$ cat config.mk
export PLATFORM = sky130hd
export DESIGN_NAME = spi_cmd_engine
export DESIGN_NICKNAME = d
export VERILOG_FILES = /design/src/rtl/spi_cmd_pkg.sv /design/src/rtl/spi_tick_gen.sv /design/src/rtl/spi_byte_shift.sv /design/src/rtl/irq_edge_sync.sv /design/src/rtl/spi_cmd_engine.sv
export SDC_FILE = /design/constraint.sdc
export NUM_CORES = 1
export LEC_CHECK = 0
export BUFFER_PORTS_ARGS = -buffer_cell sky130_fd_sc_hd__buf_2
export CORE_AREA = 2 2 133 70
export CTS_BUF_LIST = sky130_fd_sc_hd__clkbuf_16
export CTS_CLUSTER_DIAMETER = 100
export DETAILED_ROUTE_END_ITERATION = 16
export DIE_AREA = 0 0 135 72
export GPL_TIMING_DRIVEN = 0
export PLACE_DENSITY = 0.77
export RECOVER_POWER = 50
export SYNTH_ARGS = -nofsm -noshare
export SYNTH_HDL_FRONTEND = slang
export SYNTH_SLANG_ARGS = --single-unit
$ cat constraint.sdc
create_clock -name clk_i -period 7.2 [get_ports clk_i]
set_clock_uncertainty 0.15 [all_clocks]
set_input_delay 0.36 -clock clk_i [delete_from_list [all_inputs] [get_ports clk_i]]
set_output_delay 0.36 -clock clk_i [all_outputs]
set_load 0.005 [all_outputs]
$ cat src/rtl/spi_cmd_pkg.sv
package spi_cmd_pkg;

   typedef enum logic [2:0] {
      ST_IDLE,
      ST_LEAD,
      ST_SHIFT,
      ST_PARAM,
      ST_TAIL,
      ST_GAP
   } eng_state_e;

   typedef enum logic [1:0] {
      BK_OPC,
      BK_PAR,
      BK_RSP
   } byte_kind_e;

   localparam logic [7:0] OPC_LOW  = 8'h01;
   localparam logic [7:0] OPC_HIGH = 8'h6F;
   localparam logic [7:0] FILLER   = 8'hFF;

endpackage

$ cat src/rtl/spi_tick_gen.sv
module spi_tick_gen #(
   parameter int DIV_W   = 8,
   parameter int MIN_DIV = 10
) (
   input  logic             clk_i,
   input  logic             rst_n_i,
   input  logic             clear_i,
   input  logic [DIV_W-1:0] div_i,
   output logic             tick_o
);
   logic [DIV_W-1:0] eff_div;
   logic [DIV_W-1:0] cnt_q;

   generate
      if (MIN_DIV > 0) begin : g_clamp
         always_comb eff_div = (div_i < DIV_W'(MIN_DIV)) ? DIV_W'(MIN_DIV) : div_i;
      end else begin : g_direct
         always_comb eff_div = div_i;
      end
   endgenerate

   always_ff @(posedge clk_i or negedge rst_n_i) begin
      if (!rst_n_i) begin
         cnt_q  <= '0;
         tick_o <= 1'b0;
      end else if (clear_i) begin
         cnt_q  <= '0;
         tick_o <= 1'b0;
      end else if (cnt_q >= eff_div) begin
         cnt_q  <= '0;
         tick_o <= 1'b1;
      end else begin
         cnt_q  <= cnt_q + 1'b1;
         tick_o <= 1'b0;
      end
   end

   // a tick is never followed directly by another while the floor is nonzero
   generate
      if (MIN_DIV > 0) begin : g_chk
         a_r8_tick_spacing: assert property (@(posedge clk_i) disable iff (!rst_n_i)
            tick_o |=> !tick_o);
      end
   endgenerate
endmodule

$ cat src/rtl/spi_byte_shift.sv
module spi_byte_shift #(
   parameter int WORD_W = 8
) (
   input  logic              clk_i,
   input  logic              rst_n_i,
   input  logic              tick_i,
   input  logic              load_i,
   input  logic [WORD_W-1:0] load_word_i,
   input  logic              miso_i,
   output logic              sclk_o,
   output logic              mosi_o,
   output logic              active_o,
   output logic              done_o,
   output logic [WORD_W-1:0] rx_word_o
);
   localparam int BIT_W = $clog2(WORD_W);

   logic [WORD_W-1:0] tx_q;
   logic [BIT_W-1:0]  bit_q;

   assign mosi_o = tx_q[WORD_W-1];

   always_ff @(posedge clk_i or negedge rst_n_i) begin
      if (!rst_n_i) begin
         tx_q      <= '1;
         bit_q     <= '0;
         sclk_o    <= 1'b0;
         active_o  <= 1'b0;
         done_o    <= 1'b0;
         rx_word_o <= '0;
      end else begin
         done_o <= 1'b0;
         if (load_i) begin
            tx_q     <= load_word_i;
            bit_q    <= '0;
            sclk_o   <= 1'b0;
            active_o <= 1'b1;
         end else if (active_o && tick_i) begin
            if (!sclk_o) begin
               sclk_o    <= 1'b1;
               rx_word_o <= {rx_word_o[WORD_W-2:0], miso_i};
            end else begin
               sclk_o <= 1'b0;
               if (bit_q == BIT_W'(WORD_W-1)) begin
                  active_o <= 1'b0;
                  done_o   <= 1'b1;
               end else begin
                  bit_q <= bit_q + 1'b1;
                  tx_q  <= {tx_q[WORD_W-2:0], 1'b1};
               end
            end
         end
      end
   end

   // data out is held steady for as long as the clock is high
   a_r3_mosi_steady: assert property (@(posedge clk_i) disable iff (!rst_n_i)
      sclk_o |-> $stable(mosi_o));
   // the clock only runs while a byte is in flight
   a_r3_clock_in_byte: assert property (@(posedge clk_i) disable iff (!rst_n_i)
      !active_o |-> !sclk_o);
endmodule

$ cat src/rtl/irq_edge_sync.sv
module irq_edge_sync #(
   parameter int STAGES = 2
) (
   input  logic clk_i,
   input  logic rst_n_i,
   input  logic irq_n_i,
   output logic evt_o
);
   logic [STAGES-1:0] sync_q;
   logic              last_q;

   generate
      for (genvar s = 0; s < STAGES; s++) begin : g_stage
         if (s == 0) begin : g_first
            always_ff @(posedge clk_i or negedge rst_n_i)
               if (!rst_n_i) sync_q[s] <= 1'b1;
               else          sync_q[s] <= irq_n_i;
         end else begin : g_next
            always_ff @(posedge clk_i or negedge rst_n_i)
               if (!rst_n_i) sync_q[s] <= 1'b1;
               else          sync_q[s] <= sync_q[s-1];
         end
      end
   endgenerate

   always_ff @(posedge clk_i or negedge rst_n_i) begin
      if (!rst_n_i) begin
         last_q <= 1'b1;
         evt_o  <= 1'b0;
      end else begin
         last_q <= sync_q[STAGES-1];
         evt_o  <= last_q && !sync_q[STAGES-1];
      end
   end

   // every event is a single-cycle pulse
   a_r9_single_pulse: assert property (@(posedge clk_i) disable iff (!rst_n_i)
      evt_o |=> !evt_o);
endmodule

$ cat src/rtl/spi_cmd_engine.sv
module spi_cmd_engine
   import spi_cmd_pkg::*;
#(
   parameter int SYS_CLK_HZ   = 250_000_000,
   parameter int MAX_SCLK_HZ  = 12_000_000,
   parameter int DIV_W        = 8,
   parameter int CNT_W        = 6,
   parameter int CS_GAP_SCLK  = 2,
   parameter int SYNC_STAGES  = 2
) (
   input  logic             clk_i,
   input  logic             rst_n_i,
   input  logic [DIV_W-1:0] div_i,
   input  logic             req_valid_i,
   output logic             req_ready_o,
   input  logic [7:0]       req_opcode_i,
   input  logic [CNT_W-1:0] req_nparam_i,
   input  logic [CNT_W-1:0] req_nresp_i,
   input  logic             par_valid_i,
   output logic             par_ready_o,
   input  logic [7:0]       par_data_i,
   output logic             rsp_valid_o,
   output logic [7:0]       rsp_data_o,
   output logic             busy_o,
   output logic             spi_cs_n_o,
   output logic             spi_sclk_o,
   output logic             spi_mosi_o,
   input  logic             spi_miso_i,
   input  logic             chip_irq_n_i,
   output logic             irq_evt_o,
   input  logic             chip_rst_req_i,
   output logic             chip_rst_n_o
);
   localparam int HALF_MIN  = (SYS_CLK_HZ + 2*MAX_SCLK_HZ - 1) / (2*MAX_SCLK_HZ);
   localparam int MIN_DIV   = (HALF_MIN > 0) ? HALF_MIN - 1 : 0;
   localparam int GAP_TICKS = 2 * CS_GAP_SCLK;
   localparam int GAP_W     = $clog2(GAP_TICKS + 1);

   generate
      if (CNT_W < 1 || CNT_W > 16) begin : g_bad_cnt
         $error("CNT_W out of range");
      end
      if (MIN_DIV >= (1 << DIV_W)) begin : g_bad_div
         $error("DIV_W too narrow for the serial clock floor");
      end
      if (SYNC_STAGES < 2) begin : g_bad_sync
         $error("SYNC_STAGES must be at least 2");
      end
      if (CS_GAP_SCLK < 1) begin : g_bad_gap
         $error("CS_GAP_SCLK must be at least 1");
      end
   endgenerate

   eng_state_e       state_q;
   byte_kind_e       kind_q;
   logic [7:0]       op_q;
   logic [CNT_W-1:0] np_q, nr_q;
   logic [GAP_W-1:0] gap_q;

   logic       tick, tick_clr, ld;
   logic [7:0] ld_word, rx_word;
   logic       sh_active, sh_done;
   logic       opc_ok, accept;

   assign req_ready_o = (state_q == ST_IDLE);
   assign opc_ok      = (req_opcode_i >= OPC_LOW) && (req_opcode_i <= OPC_HIGH);
   assign accept      = req_valid_i && req_ready_o;
   assign busy_o      = !spi_cs_n_o;
   assign tick_clr    = ld || (state_q == ST_IDLE);

   always_comb begin
      ld          = 1'b0;
      ld_word     = FILLER;
      par_ready_o = 1'b0;
      case (state_q)
         ST_LEAD: begin
            ld      = tick;
            ld_word = op_q;
         end
         ST_SHIFT: ld = sh_done && (np_q == '0) && (nr_q != '0);
         ST_PARAM: begin
            par_ready_o = 1'b1;
            ld          = par_valid_i;
            ld_word     = par_data_i;
         end
         default: ;
      endcase
   end

   always_ff @(posedge clk_i or negedge rst_n_i) begin
      if (!rst_n_i) begin
         state_q     <= ST_IDLE;
         kind_q      <= BK_OPC;
         op_q        <= '0;
         np_q        <= '0;
         nr_q        <= '0;
         gap_q       <= '0;
         spi_cs_n_o  <= 1'b1;
         rsp_valid_o <= 1'b0;
         rsp_data_o  <= '0;
      end else begin
         rsp_valid_o <= 1'b0;
         case (state_q)
            ST_IDLE: if (accept && opc_ok) begin
               spi_cs_n_o <= 1'b0;
               op_q       <= req_opcode_i;
               np_q       <= req_nparam_i;
               nr_q       <= req_nresp_i;
               state_q    <= ST_LEAD;
            end
            ST_LEAD: if (tick) begin
               kind_q  <= BK_OPC;
               state_q <= ST_SHIFT;
            end
            ST_SHIFT: if (sh_done) begin
               if (kind_q == BK_RSP) begin
                  rsp_valid_o <= 1'b1;
                  rsp_data_o  <= rx_word;
               end
               if (np_q != '0) begin
                  state_q <= ST_PARAM;
               end else if (nr_q != '0) begin
                  nr_q   <= nr_q - 1'b1;
                  kind_q <= BK_RSP;
               end else begin
                  state_q <= ST_TAIL;
               end
            end
            ST_PARAM: if (par_valid_i) begin
               np_q    <= np_q - 1'b1;
               kind_q  <= BK_PAR;
               state_q <= ST_SHIFT;
            end
            ST_TAIL: if (tick) begin
               spi_cs_n_o <= 1'b1;
               gap_q      <= '0;
               state_q    <= ST_GAP;
            end
            ST_GAP: if (tick) begin
               if (gap_q == GAP_W'(GAP_TICKS - 1)) state_q <= ST_IDLE;
               else                                gap_q   <= gap_q + 1'b1;
            end
            default: state_q <= ST_IDLE;
         endcase
      end
   end

   always_ff @(posedge clk_i or negedge rst_n_i) begin
      if (!rst_n_i) chip_rst_n_o <= 1'b0;
      else          chip_rst_n_o <= !chip_rst_req_i;
   end

   spi_tick_gen #(.DIV_W(DIV_W), .MIN_DIV(MIN_DIV)) tick_i (
      .clk_i   (clk_i),
      .rst_n_i (rst_n_i),
      .clear_i (tick_clr),
      .div_i   (div_i),
      .tick_o  (tick)
   );

   spi_byte_shift #(.WORD_W(8)) shift_i (
      .clk_i       (clk_i),
      .rst_n_i     (rst_n_i),
      .tick_i      (tick),
      .load_i      (ld),
      .load_word_i (ld_word),
      .miso_i      (spi_miso_i),
      .sclk_o      (spi_sclk_o),
      .mosi_o      (spi_mosi_o),
      .active_o    (sh_active),
      .done_o      (sh_done),
      .rx_word_o   (rx_word)
   );

   irq_edge_sync #(.STAGES(SYNC_STAGES)) irq_i (
      .clk_i   (clk_i),
      .rst_n_i (rst_n_i),
      .irq_n_i (chip_irq_n_i),
      .evt_o   (irq_evt_o)
   );

   // bytes are only shifted while chip select is asserted
   a_r2_shift_under_cs: assert property (@(posedge clk_i) disable iff (!rst_n_i)
      sh_active |-> !spi_cs_n_o);
   // serial clock rests low whenever chip select is released
   a_r3_sclk_idle: assert property (@(posedge clk_i) disable iff (!rst_n_i)
      spi_cs_n_o |-> !spi_sclk_o);
   // reply strobes fall inside the chip-select window
   a_r3_rsp_in_frame: assert property (@(posedge clk_i) disable iff (!rst_n_i)
      rsp_valid_o |-> !spi_cs_n_o);
   // the clock is parked low while a parameter byte is awaited
   a_r4_stall_parked: assert property (@(posedge clk_i) disable iff (!rst_n_i)
      par_ready_o |-> (!spi_sclk_o && !spi_cs_n_o));
   // no request is taken during an exchange
   a_r5_refuse_busy: assert property (@(posedge clk_i) disable iff (!rst_n_i)
      busy_o |-> !req_ready_o);
   // an illegal opcode never pulls chip select low
   a_r6_bad_opcode: assert property (@(posedge clk_i) disable iff (!rst_n_i)
      (accept && !opc_ok) |=> spi_cs_n_o);
endmodule

# ---- After elaboration in Yosys (flattened, before gate mapping)
# Index checks and enable logic that the tools add are counted.
dict set report classes {
  n_eq_ne 20
  add_sub_neg 5
  n_mux 61
  bitwise_logic 2
  n_reduce_logical 34
  order_cmp 4
}
# cell n
set ops {}
lappend ops {{$mux W8} 7}
lappend ops {{$mux W3} 16}
lappend ops {{$mux W6} 6}
lappend ops {{$pmux W6 S2} 2}
lappend ops {{$mux W1} 19}
lappend ops {{$pmux W3 S6} 1}
lappend ops {{$reduce_and A3 Y1} 6}
lappend ops {{$pmux W8 S2} 1}
lappend ops {{$reduce_bool A2 Y1} 7}
lappend ops {{$ne A2 B2 Y1 const B} 6}
lappend ops {{$reduce_bool A6 Y1} 2}
lappend ops {{$sub A6 B1 Y6 const B} 2}
lappend ops {{$mux W2} 5}
lappend ops {{$ne A2 B1 Y1 const B} 5}
lappend ops {{$eq A3 B2 Y1 const B} 3}
lappend ops {{$eq A3 B3 Y1 const B} 3}
lappend ops {{$add A8 B1 Y8 const B} 1}
lappend ops {{$ge A8 B1 Y1 const B} 1}
lappend ops {{$ge A8 B8 Y1} 1}
lappend ops {{$le A8 B7 Y1 const B} 1}
lappend ops {{$lt A8 B4 Y1 const B} 1}
lappend ops {{$reduce_and A8 Y1} 1}
lappend ops {{$logic_and A1 B1 Y1} 7}
lappend ops {{$add A3 B1 Y3 const B} 2}
lappend ops {{other kinds (17)} 20}
dict set report word_totals {
  output_inout_bits 17
  ff_bits 74
  wordCells 148
  input_bits 43
}

# ---- Depth between registers and ports, before layout
# Gate-level depths: netlist of the first run.
dict set report logic_depth {
  word_depth 6
  mapped_depth 9
  depth_no_buf 8
}

# ---- Cells and area by module
# From an unflattened synthesis of the first run, not the netlist that was laid out.
dict set report unflattened {
  hier_cells 368
  area_unflattened_um2 3981.3
}
# mod n_inst area_per_inst_um2 cells_each
set by_module_without_submodules {}
lappend by_module_without_submodules {spi_cmd_engine 1 2165.8 231}
lappend by_module_without_submodules {spi_byte_shift 1 1037.2 69}
lappend by_module_without_submodules {spi_tick_gen 1 660.6 63}
lappend by_module_without_submodules {irq_edge_sync 1 117.6 5}

# ---- Worst setup path before layout of the first run
# OpenSTA, ideal clock, no wires.
dict set report synth_path {
  path_type {reg-to-reg}
  from {register nr_q[0]}
  to {register shift_i.rx_word_o[0]}
  t_required_ns 6.925
  setup_time_ns 0.125
  path_buffers 1
  setup_slack_ns 4.754
  arrival_ns 2.170
  path_stages_with_launch 9
  period_less_slack_ns 2.446
  cell_sequence {dfrtp_1 > inv_1 > ha_1 > or4b_4 > nor2_4 > o22ai_4 > or3_1 > buf_6 > mux2_4}
}
dict set report synth_between {
  elab_chain_len 5
}
# item line_no
set synth_rtl {}
lappend synth_rtl {{start: declaration} spi_cmd_engine.sv:57} ;# logic [CNT_W-1:0] np_q, nr_q;
lappend synth_rtl {{start signal: assignment} spi_cmd_engine.sv:108} ;# nr_q <= req_nresp_i;
lappend synth_rtl {{start signal: assignment} spi_cmd_engine.sv:123} ;# nr_q <= nr_q - 1'b1;
lappend synth_rtl {{$reduce_bool A6 Y1} spi_cmd_engine.sv:80} ;# ST_SHIFT: ld = sh_done && (np_q == '0) && (nr_q != '0);
lappend synth_rtl {{$logic_and A1 B1 Y1} spi_cmd_engine.sv:80}
lappend synth_rtl {{$pmux W1 S3} spi_cmd_engine.sv:75} ;# case (state_q)
lappend synth_rtl {{$not A1 Y1 (no source line)} n/a}
lappend synth_rtl {{$reduce_and A3 Y1 (no source line)} n/a}
lappend synth_rtl {{end signal: assignment} spi_byte_shift.sv:41} ;# rx_word_o <= {rx_word_o[WORD_W-2:0], miso_i};
lappend synth_rtl {{end: declaration} spi_byte_shift.sv:14} ;# output logic [WORD_W-1:0] rx_word_o
# Every way passes these cells.
# A chain may end at the register's enable or synchronous reset.

# ---- Worst setup path in the final report of the first run
dict set report layout_path {
  from {register nr_q[0]}
  to {register shift_i.rx_word_o[6]}
}
# The elaborated chain is that of the path after synthesis.

==> flow_summary.toml, run 1 <==
[outcome]
outcome = "completed"

[worst_setup_path]
crit_start = "nr_q[0]$_DFFE_PN0P_"
worst_r2r_path_depth = 8
start_kind = "flip-flop"
path_max_fanout = 10
crit_slowest_cell = "or4b_4"
r2r-start = "nr_q[0]$_DFFE_PN0P_"
cp.arrival_ps = 2710
crit_chain = "inv_1 > ha_1 > or4b_4 > nor2_4 > o22ai_4 > or3_1 > buf_6 > mux2_4"
cpPeakStageDelay_ps = 520
path_delay_family = "simple AND/OR/NAND/NOR gates"
crit_type = "reg -> reg"
end_kind = "flip-flop"
cp_num_buf_inv = 2
cp_num_cells = 8
crit_required_ps = 7270

[final_layout]
nets = 518
fillCellCount = 769
areaGrowthSynthToFinish_pct = 21.3
drive_gt1_share_pct = 22.8
n_antenna_cell = 0

[drt]
wire_per_inst_microns = 13.7
drc = 0
postRouteAntennaNets = 0
wl_microns = 7960
dr_total_vias = 3023
drt_iter0_drc = 175
dr.pass1.iters = 4
avgViaCountPerCell = 5.20

[sta]
fin_crit_sh_pct = 36.7
relSlewSlack_pct = 54.0
hold_viol = 0
max_freq_mhz = 378
rsz0062_at_grt = "no"
maxSlewViolCount = 0
period_needed_ps = 2650
tightest_slew_ps = 690
finalSetupViolations = 0
setup_tns_ps = 0

[clock_tree]
clkLatencyLatePin_ps = 330
clk_path_buf_depth = 2
cts-root-buf = "clkbuf_16"
cts_tree = "built"
h-tree-depth = 3
clk_pin_slew_ps = 60
ctsResizeCount = 0
postCtsSetupBuffers = 0
clkSinkCount = 74
numCtsBuffers = 9
cts_hold_buffers = 2

[global_routing]
grt_pass1_wl_microns = 13800
grt_max_degree = 74
globalRouteTotalUtil_pct = 18.2
antenna_found_initial = 0
grt_pass1_vias = 2985
grt_overflow = 0

[synthesis]
synth-edff-count = 0
syn_inst = 386
ys_warn_count = 0
ys_types = 51
synth.top_cells.by_area = "dfrtp_1, dfstp_2, nand2_1, ha_1, o21ai_0"
post-synth-top-count-cell = "dfrtp_1"
synthDominantCellAreaShare_pct = 41.0
synth_top_cell_by_area = "dfrtp_1"
ys.flop_type = "dfrtp_1"
netlist_area_sq_mm = 0.00379
yosys_register_bits = 74
synth_common_cells = "dfrtp_1, nand2_1, nor2_1, o21ai_0, inv_1"
synthArstFlopShare_pct = 100
synth-seq-area-share_pct = 49.3
syn_avg_cell_area_sq_um = 9.81
synth_nets = 445

[floorplanning]
rows = 24
die_x_microns = 135
core_area_sq_mm = 0.00853
ios = 60
initial_core_util_pct = 44.4
chipHeight_microns = 72
die_area_sq_mm = 0.00972

[pwr]
power_density_mw_per_mm2 = 318
total_power_mw = 1.46
ir_worst_vdd_mv = 0.133
power_leakage_nw = 2.37

[hold_path]
hold_path.class = "in -> reg"
holdPathStages = 2
hold_start = "chip_rst_req_i"

[placement]
gp_congestion = 0.863
hpwl_microns = 5800
numPortBuffers = 59

[flow_run]
maxCapViolCount = 0
[path summary, 6_finish.rpt]
| path | slack, ps | to |
|---|---|---|
| setup / recovery | 4550 | shift_i.rx_word_o[6]$_DFFE_PN0P_ |
| hold / removal | 30 | chip_rst_n_o$_DFF_PN0_ |
| setup reg to reg | 4550 | shift_i.rx_word_o[6]$_DFFE_PN0P_ |
| hold reg to reg | 210 | irq_i.sync_q[1]$_DFF_PN1_ |
| max in group asynchronous | 5990 | spi_cs_n_o$_DFFE_PN1P_ |
| min in group asynchronous | 250 | tick_i.cnt_q[7]$_DFF_PN0_ |
[through the flow]
step	hold WS (ps)	instance area (sq um)	utilization [%]	std cells	setup slack, ps
finish	25.0	4590	53.9	581	4550
global route	5.64	4590	53.9	581	4260
CTS	7.71	4600	53.9	581	4560
detailed placement	10.4	4260	49.9	563	4260
global placement	195	4230	49.6	562	4370
floorplan	-85.6	3790	-	386	4750
[logic make-up after synthesis]
group | Yosys count | synth area share (%)
compound gates | 90 | 15.6
xor+xnor | 8 | 1.85
buf+inv | 37 | 3.93
fa+ha+maj | 16 | 5.29
simple gates | 139 | 17.1
mux | 22 | 6.94
flops | 74 | 49.3
[cell type report]
class	instances	area (sq um)	share of cell area [%]
tap	117	146	3.19
multi-input combinational	275	1770	38.5
buffer	12	55.1	1.20
clock buffer	9	225	4.90
inverter	25	93.8	2.04
sequential	74	1870	40.6
timing repair buffer	62	342	7.44
clock inverter	7	93.8	2.04
[flip-flops by register name (all words and copies together) (netlist names), 6 cells and up]
signal	flops
op_q	8
shift_i.tx_q	8
nr_q	6
tick_i.cnt_q	8
rsp_data_o	8
shift_i.rx_word_o	8
np_q	6
[routing by layer]
layer | up-vias | global-route usage, % | part of all wire (%)
met5 | - | 0 | 0
met4 | 0 | 4.86 | 1.1
met3 | 8 | 6.36 | 6.2
met2 | 75 | 30.1 | 47
met1 | 1438 | 23.2 | 46
li1 | 1502 | - | -
[cell usage in the layout (no fill, tap or decap), types with 3 or more instances in the layout]
cell type   n
a21oi_1    16
mux2i_1    12
mux2_4      8
o22ai_1     4
a22o_1      8
ha_1       16
inv_1      24
dfstp_2    11
nand3_1    12
nand2_1    60
and3_1      3
o211ai_1    3
clkbuf_16   9
nor4_1      3
xnor2_1     3
nand2b_1    3
xor2_1      5
o21ai_0    31
a32oi_1     3
a21o_1      8
buf_2      60
nand4_1     3
dfrtp_1    62
nor2_1     31
clkbuf_1    9
nor3_1      8
[where the power goes]
group	internal, mW	switching (mW)	total, mW
Combinational	0.168	0.210	0.378
Clock	0.302	0.170	0.473
Sequential	0.534	0.0750	0.609
Total	1.00	0.455	1.46
No activity file was read; power rests on OpenSTA's default activity.
==> run 2, diff against run 1 <==
--- a/config.mk
+++ b/config.mk
@@ -5,14 +5,15 @@
 export SDC_FILE = /design/constraint.sdc
 export NUM_CORES = 1
 export LEC_CHECK = 0
+export ABC_AREA = 1
 export BUFFER_PORTS_ARGS = -buffer_cell sky130_fd_sc_hd__buf_2
-export CORE_AREA = 2 2 133 70
+export CORE_AREA = 2 2 136 72
 export CTS_BUF_LIST = sky130_fd_sc_hd__clkbuf_16
 export CTS_CLUSTER_DIAMETER = 100
 export DETAILED_ROUTE_END_ITERATION = 16
-export DIE_AREA = 0 0 135 72
+export DIE_AREA = 0 0 138 74
 export GPL_TIMING_DRIVEN = 0
-export PLACE_DENSITY = 0.77
+export PLACE_DENSITY = 0.79
 export RECOVER_POWER = 50
 export SYNTH_ARGS = -nofsm -noshare
 export SYNTH_HDL_FRONTEND = slang
==> constraint.sdc (replaced) <==
create_clock -name clk_i -period 2.23 [get_ports clk_i]
set_clock_uncertainty 0.15 [all_clocks]
set_input_delay 0.1115 -clock clk_i [delete_from_list [all_inputs] [get_ports clk_i]]
set_output_delay 0.1115 -clock clk_i [all_outputs]
set_load 0.005 [all_outputs]
==> flow_summary.toml, run 2 <==
[synthesis]
ys_warn_count = 0
syn_inst = 496
synth_common_cells = "nand2_1, inv_1, dfrtp_1"
ys.flop_type = "dfrtp_1"
synth-seq-area-share_pct = 47.1
synth_top_cell_by_area = "dfrtp_1"
synthDominantCellAreaShare_pct = 39.2
yosys_register_bits = 74
synthArstFlopShare_pct = 100
netlist_area_sq_mm = 0.00396
synth_nets = 555
post-synth-top-count-cell = "nand2_1"
ys_types = 34
syn_avg_cell_area_sq_um = 7.99
synth-edff-count = 0
synth.top_cells.by_area = "dfrtp_1, nand2_1, dfstp_2, inv_1, ha_1"

[final_layout]
nets = 654
register_area_sq_mm = 0.00187
fin_cells = 720
final_cell_mix = "nand2_1, inv_1, dfrtp_1, buf_2, nor2_1"
drive_gt1_share_pct = 18.4
n_antenna_cell = 0
fillCellCount = 850
layout_commonest_cell = "nand2_1"
post-route-util_pct = 55.2
multiInputGateArea_sq_mm = 0.00181
areaGrowthSynthToFinish_pct = 26.4

[worst_setup_path]
crit_slowest_cell = "dfrtp_1"
cp.arrival_ps = 2160
crit_top_cell = "nand2_4"
crit_type = "reg -> reg"
crit_chain = "nor2_2 > nand2_4 > inv_4 > nand4_4 > nand2_4 > inv_2 > buf_4 > nand3_1 > nand2_1"
end_kind = "flip-flop"
crit_required_ps = 2310
path_max_fanout = 10
crit_start = "state_q[0]$_DFFE_PN0P_"
r2r-start = "state_q[0]$_DFFE_PN0P_"
start_kind = "flip-flop"
cpPeakStageDelay_ps = 450

[clock_tree]
h-tree-depth = 3
clkLatencyLatePin_ps = 340
clk_path_buf_depth = 2
cts-root-buf = "clkbuf_16"
cts_tree = "built"
clk_pin_slew_ps = 60
clkSinkCount = 74
postCtsSetupBuffers = 0
numCtsBuffers = 9

[global_routing]
antenna_found_initial = 0
globalRouteTotalUtil_pct = 20.0
grt_overflow = 0
grt_max_degree = 61
grt_pass1_wl_microns = 16200
grt_pass1_vias = 3546

[sta]
rsz0062_at_grt = "no"
max_freq_mhz = 479
maxSlewViolCount = 0
fin_crit_sh_pct = 93.7
tightest_slew_ps = 939
hold_viol = 0
relSlewSlack_pct = 37.4
finalSetupViolations = 0
period_needed_ps = 2090

[pwr]
power_leakage_nw = 2.63
power_density_mw_per_mm2 = 1090
ir_worst_vdd_mv = 0.534

[drt]
postRouteAntennaNets = 0
dr_total_vias = 3574
drc = 0
avgViaCountPerCell = 4.96
wl_microns = 9420
wire_per_inst_microns = 13.1
drt_iter0_drc = 213
dr.pass1.iters = 5

[placement]
hpwl_microns = 6650
gp_congestion = 0.939
numPortBuffers = 59
dp.cells = 677

[floorplanning]
die_area_sq_mm = 0.0102
initial_core_util_pct = 43.7
die_x_microns = 138
ios = 60
chipHeight_microns = 74
rows = 25
core_area_sq_mm = 0.00907

[hold_path]
hold_path.class = "in -> reg"
hold_start = "par_data_i[7]"

[outcome]
outcome = "completed"

[flow_run]
maxCapViolCount = 0
==> run 2: final timing paths <==
check | cells after the start | slack (ps) | end
setup / recovery | 9 | 140 | shift_i.rx_word_o[5]$_DFFE_PN0P_
hold / removal | 5 | 7 | shift_i.tx_q[7]$_DFFE_PN1P_
setup reg to reg | 9 | 140 | shift_i.rx_word_o[5]$_DFFE_PN0P_
hold reg to reg | 0 | 200 | irq_i.sync_q[1]$_DFF_PN1_
max in group asynchronous | 3 | 790 | shift_i.tx_q[1]$_DFFE_PN1P_
min in group asynchronous | 2 | 290 | nr_q[2]$_DFFE_PN0P_
==> run 2: kinds of logic after synthesis <==
family / share of synthesized area, %
AOI/OAI and AO/OA: 10.1
buffers and inverters: 7.61
xor gates and xnor gates: 2.21
and+or+nand+nor: 27.4
adders and majority gates: 5.05
muxes: 0.505
DFF: 47.1
==> run 2: critical path: cells and delay by family (launching register included) <==
kind	cells	cell delay, ps
buffers and inverters	3	410
DFF	1	450
and+or+nand+nor	6	950
==> run 2: power by group <==
group | internal (mW) | switching (mW) | total, mW | leakage, nW
Clock | 0.842 | 0.538 | 1.38 | 0.139
Sequential | 1.74 | 0.223 | 1.96 | 0.936
Combinational | 0.731 | 1.38 | 2.11 | 1.55
==> run 2: through the flow <==
stage | hold slack (ps) | setup WS, ps | TNS (ps) | area (sq um) | power, mW
2_1_floorplan | -334 | 413 | 0 | 3960 | 3.41
3_3_place_gp | 66.4 | 71.7 | 0 | 4410 | 3.84
3_5_place_dp | -161 | -24.1 | -108 | 4440 | 3.96
4_1_cts | 1.85 | 105 | 0 | 4990 | 5.40
5_1_grt | 55.4 | 5.02 | 0 | 5010 | 5.87
6_report | 7.14 | 141 | 0 | 5010 | 5.45
==> run 2: timing repair <==
| item | CTS | global route |
|---|---|---|
| endpoints found under the hold margin | 90 | 0 |
| setup endpoints to repair | 0 | 17 |
| hold buffers | 28 | 0 |
| resized for setup | 0 | 6 |
==> run 2: layer usage <==
layer | global-route usage (%) | vias to the layer above | wire length [microns] | share of wire, %
met3 | 6.05 | 10 | 605 | 6.4
met4 | 6.24 | 0 | 98 | 1.0
met2 | 31.9 | 112 | 4020 | 43
met1 | 26.8 | 1673 | 4690 | 50
li1 | - | 1779 | - | -
met5 | 0 | - | 0 | 0
==> run 2: layout make-up <==
| type | count | area share [%] |
|---|---|---|
| repair buffers | 88 | 12.0 |
| clock inverters | 6 | 1.00 |
| flip-flops and latches | 74 | 37.3 |
| clock buffers | 9 | 4.50 |
| multi-input cells | 344 | 36.2 |
| inverters | 71 | 5.37 |
| well taps | 121 | 3.02 |
| plain buffers | 7 | 0.700 |
==> run 3, diff against run 2 <==
--- a/config.mk
+++ b/config.mk
@@ -7,13 +7,13 @@
 export LEC_CHECK = 0
 export ABC_AREA = 1
 export BUFFER_PORTS_ARGS = -buffer_cell sky130_fd_sc_hd__buf_2
-export CORE_AREA = 2 2 136 72
+export CORE_AREA = 2 2 128 68
 export CTS_BUF_LIST = sky130_fd_sc_hd__clkbuf_16
 export CTS_CLUSTER_DIAMETER = 100
 export DETAILED_ROUTE_END_ITERATION = 16
-export DIE_AREA = 0 0 138 74
+export DIE_AREA = 0 0 130 70
 export GPL_TIMING_DRIVEN = 0
-export PLACE_DENSITY = 0.79
+export PLACE_DENSITY = 0.86
 export RECOVER_POWER = 50
 export SYNTH_ARGS = -nofsm -noshare
 export SYNTH_HDL_FRONTEND = slang
==> flow_summary.toml, run 3 (synthesis gave the netlist of run 2 again) <==
[pwr]
power.share.switching_pct = 39.1
p_int_mw = 3.30
ir_worst_vdd_mv = 0.501
p_clk_share_pct = 25.4
pwr-share-seq_pct = 36.2
power_density_mw_per_mm2 = 1090
p_switching_mw = 2.12
power_leakage_nw = 2.63
p_comb_share_pct = 38.4

[hold_path]
holdPathStages = 5
hold_start = "par_data_i[0]"
hold_path.class = "in -> reg"
hold_path_end = "shift_i.tx_q[0]$_DFFE_PN1P_"

[flow_run]
maxCapViolCount = 0

[worst_setup_path]
crit_type = "reg -> reg"
crit_required_ps = 2300
path_max_fanout = 10
worst_r2r_path_depth = 9
r2r_slack_ps = 140
cp.arrival_ps = 2170
start_kind = "flip-flop"
rr_endpoint = "shift_i.rx_word_o[6]$_DFFE_PN0P_"
end_kind = "flip-flop"
r2r-start = "state_q[0]$_DFFE_PN0P_"

[floorplanning]
rows = 24
die_x_microns = 130
initial_core_util_pct = 48.3
core_area_sq_mm = 0.00820
chipHeight_microns = 70
ios = 60
die_area_sq_mm = 0.00910

[final_layout]
fillCellCount = 736
drive_gt1_share_pct = 18.8
final_cell_mix = "nand2_1, inv_1, buf_2, dfrtp_1, nor2_1"
register_area_sq_mm = 0.00187
layout_commonest_cell = "nand2_1"
areaGrowthSynthToFinish_pct = 26.0
multiInputGateArea_sq_mm = 0.00181
n_antenna_cell = 0
nets = 654

[global_routing]
grt_overflow = 0
antenna_found_initial = 0
grt_pass1_wl_microns = 15700
globalRouteTotalUtil_pct = 22.3
grt_max_degree = 52
grt_pass1_vias = 3506

[sta]
period_needed_ps = 2090
setup_tns_ps = 0
fin_crit_sh_pct = 93.9
max_freq_mhz = 478
whs_ps = 4.03
hold_viol = 0
maxSlewViolCount = 0
finalSetupViolations = 0
tightest_slew_ps = 1300
relSlewSlack_pct = 13.3

[clock_tree]
numCtsBuffers = 9
h-tree-depth = 3
clkSinkCount = 74
clk_pin_slew_ps = 60
cts_tree = "built"
clkLatencyLatePin_ps = 330
postCtsSetupBuffers = 0
clk_path_buf_depth = 2
cts-root-buf = "clkbuf_16"

[drt]
wl_microns = 9200
dr.pass1.iters = 5
drt_iter0_drc = 189
wire_per_inst_microns = 12.8
postRouteAntennaNets = 0
avgViaCountPerCell = 4.96
dr_total_vias = 3553
drc = 0

[outcome]
outcome = "completed"

[placement]
gp_congestion = 0.870
hpwl_microns = 6710
numPortBuffers = 59
## run 3: routing by layer
layer	vias to the layer above	wire length (microns)	global-route usage [%]	part of all wire [%]
met5	-	0	0	0
met4	0	61	6.09	0.66
met3	6	581	7.28	6.3
met2	101	4090	34.8	44
met1	1661	4470	30.0	49
li1	1785	-	-	-
## run 3: repair_timing
item,4_1_cts,5_1_grt
hold buffers,28,0
hold endpoints to repair,90,0
endpoints found under the setup margin,0,19
resized for setup,0,4
## run 3: cell type report
type | count | area share, %
Buffer | 7 | 0.702
Timing Repair Buffer | 88 | 11.7
Sequential cell | 74 | 37.4
Tap cell | 117 | 2.93
Multi-Input combinational cell | 344 | 36.3
Inverter | 71 | 5.34
Clock inverter | 7 | 1.10
Clock buffer | 9 | 4.51
## run 3: worst max path at each step
| stage | from | endpoint | slack (ps) | depth (start not counted) |
|---|---|---|---|---|
| final | state_q[0]$_DFFE_PN0P_ | shift_i.rx_word_o[6]$_DFFE_PN0P_ | 140 | 9 |
| after global routing | state_q[0]$_DFFE_PN0P_ | shift_i.sclk_o$_DFFE_PN0P_ | -0.04 | 9 |
| after CTS | state_q[1]$_DFFE_PN0P_ | np_q[0]$_DFFE_PN0P_ | 110 | 10 |
| after detailed placement | div_i[6] | tick_i.cnt_q[2]$_DFF_PN0_ | -30 | 12 |
| after global placement | div_i[6] | tick_i.tick_o$_DFF_PN0_ | 70 | 11 |
| after floorplan | div_i[6] | tick_i.tick_o$_DFF_PN0_ | 410 | 10 |
## run 3: power by group through the flow
stage	Combinational (mW)	Sequential, mW	Clock [mW]
after CTS	2.05	1.95	1.40
after global placement	1.89	1.96	0
after detailed placement	1.99	1.97	0
after global routing	2.37	2.00	1.47
final	2.08	1.96	1.38
after floorplan	1.49	1.92	0
## run 3: per-stage QoR
stage          power, mW  std cells  setup slack, ps  cell area, sq um  util (%)
2_1_floorplan       3.41        496              413              3960         -
3_3_place_gp        3.85        672             72.5              4400      53.7
3_5_place_dp        3.96        673            -29.0              4430      54.1
4_1_cts             5.40        717              115              4990      60.9
5_1_grt             5.83        717          -0.0351              4990      60.9
6_report            5.42        717              136              4990      60.9
## run 3: worst max-delay path, cell delays in order (launching register included)
cell	delay (ps)
dfrtp_1	460
nor2_2	200
nand2_2	190
inv_2	230
nand4_4	210
nand2_4	170
inv_2	70
buf_4	170
nand3_1	70
nand2_1	60
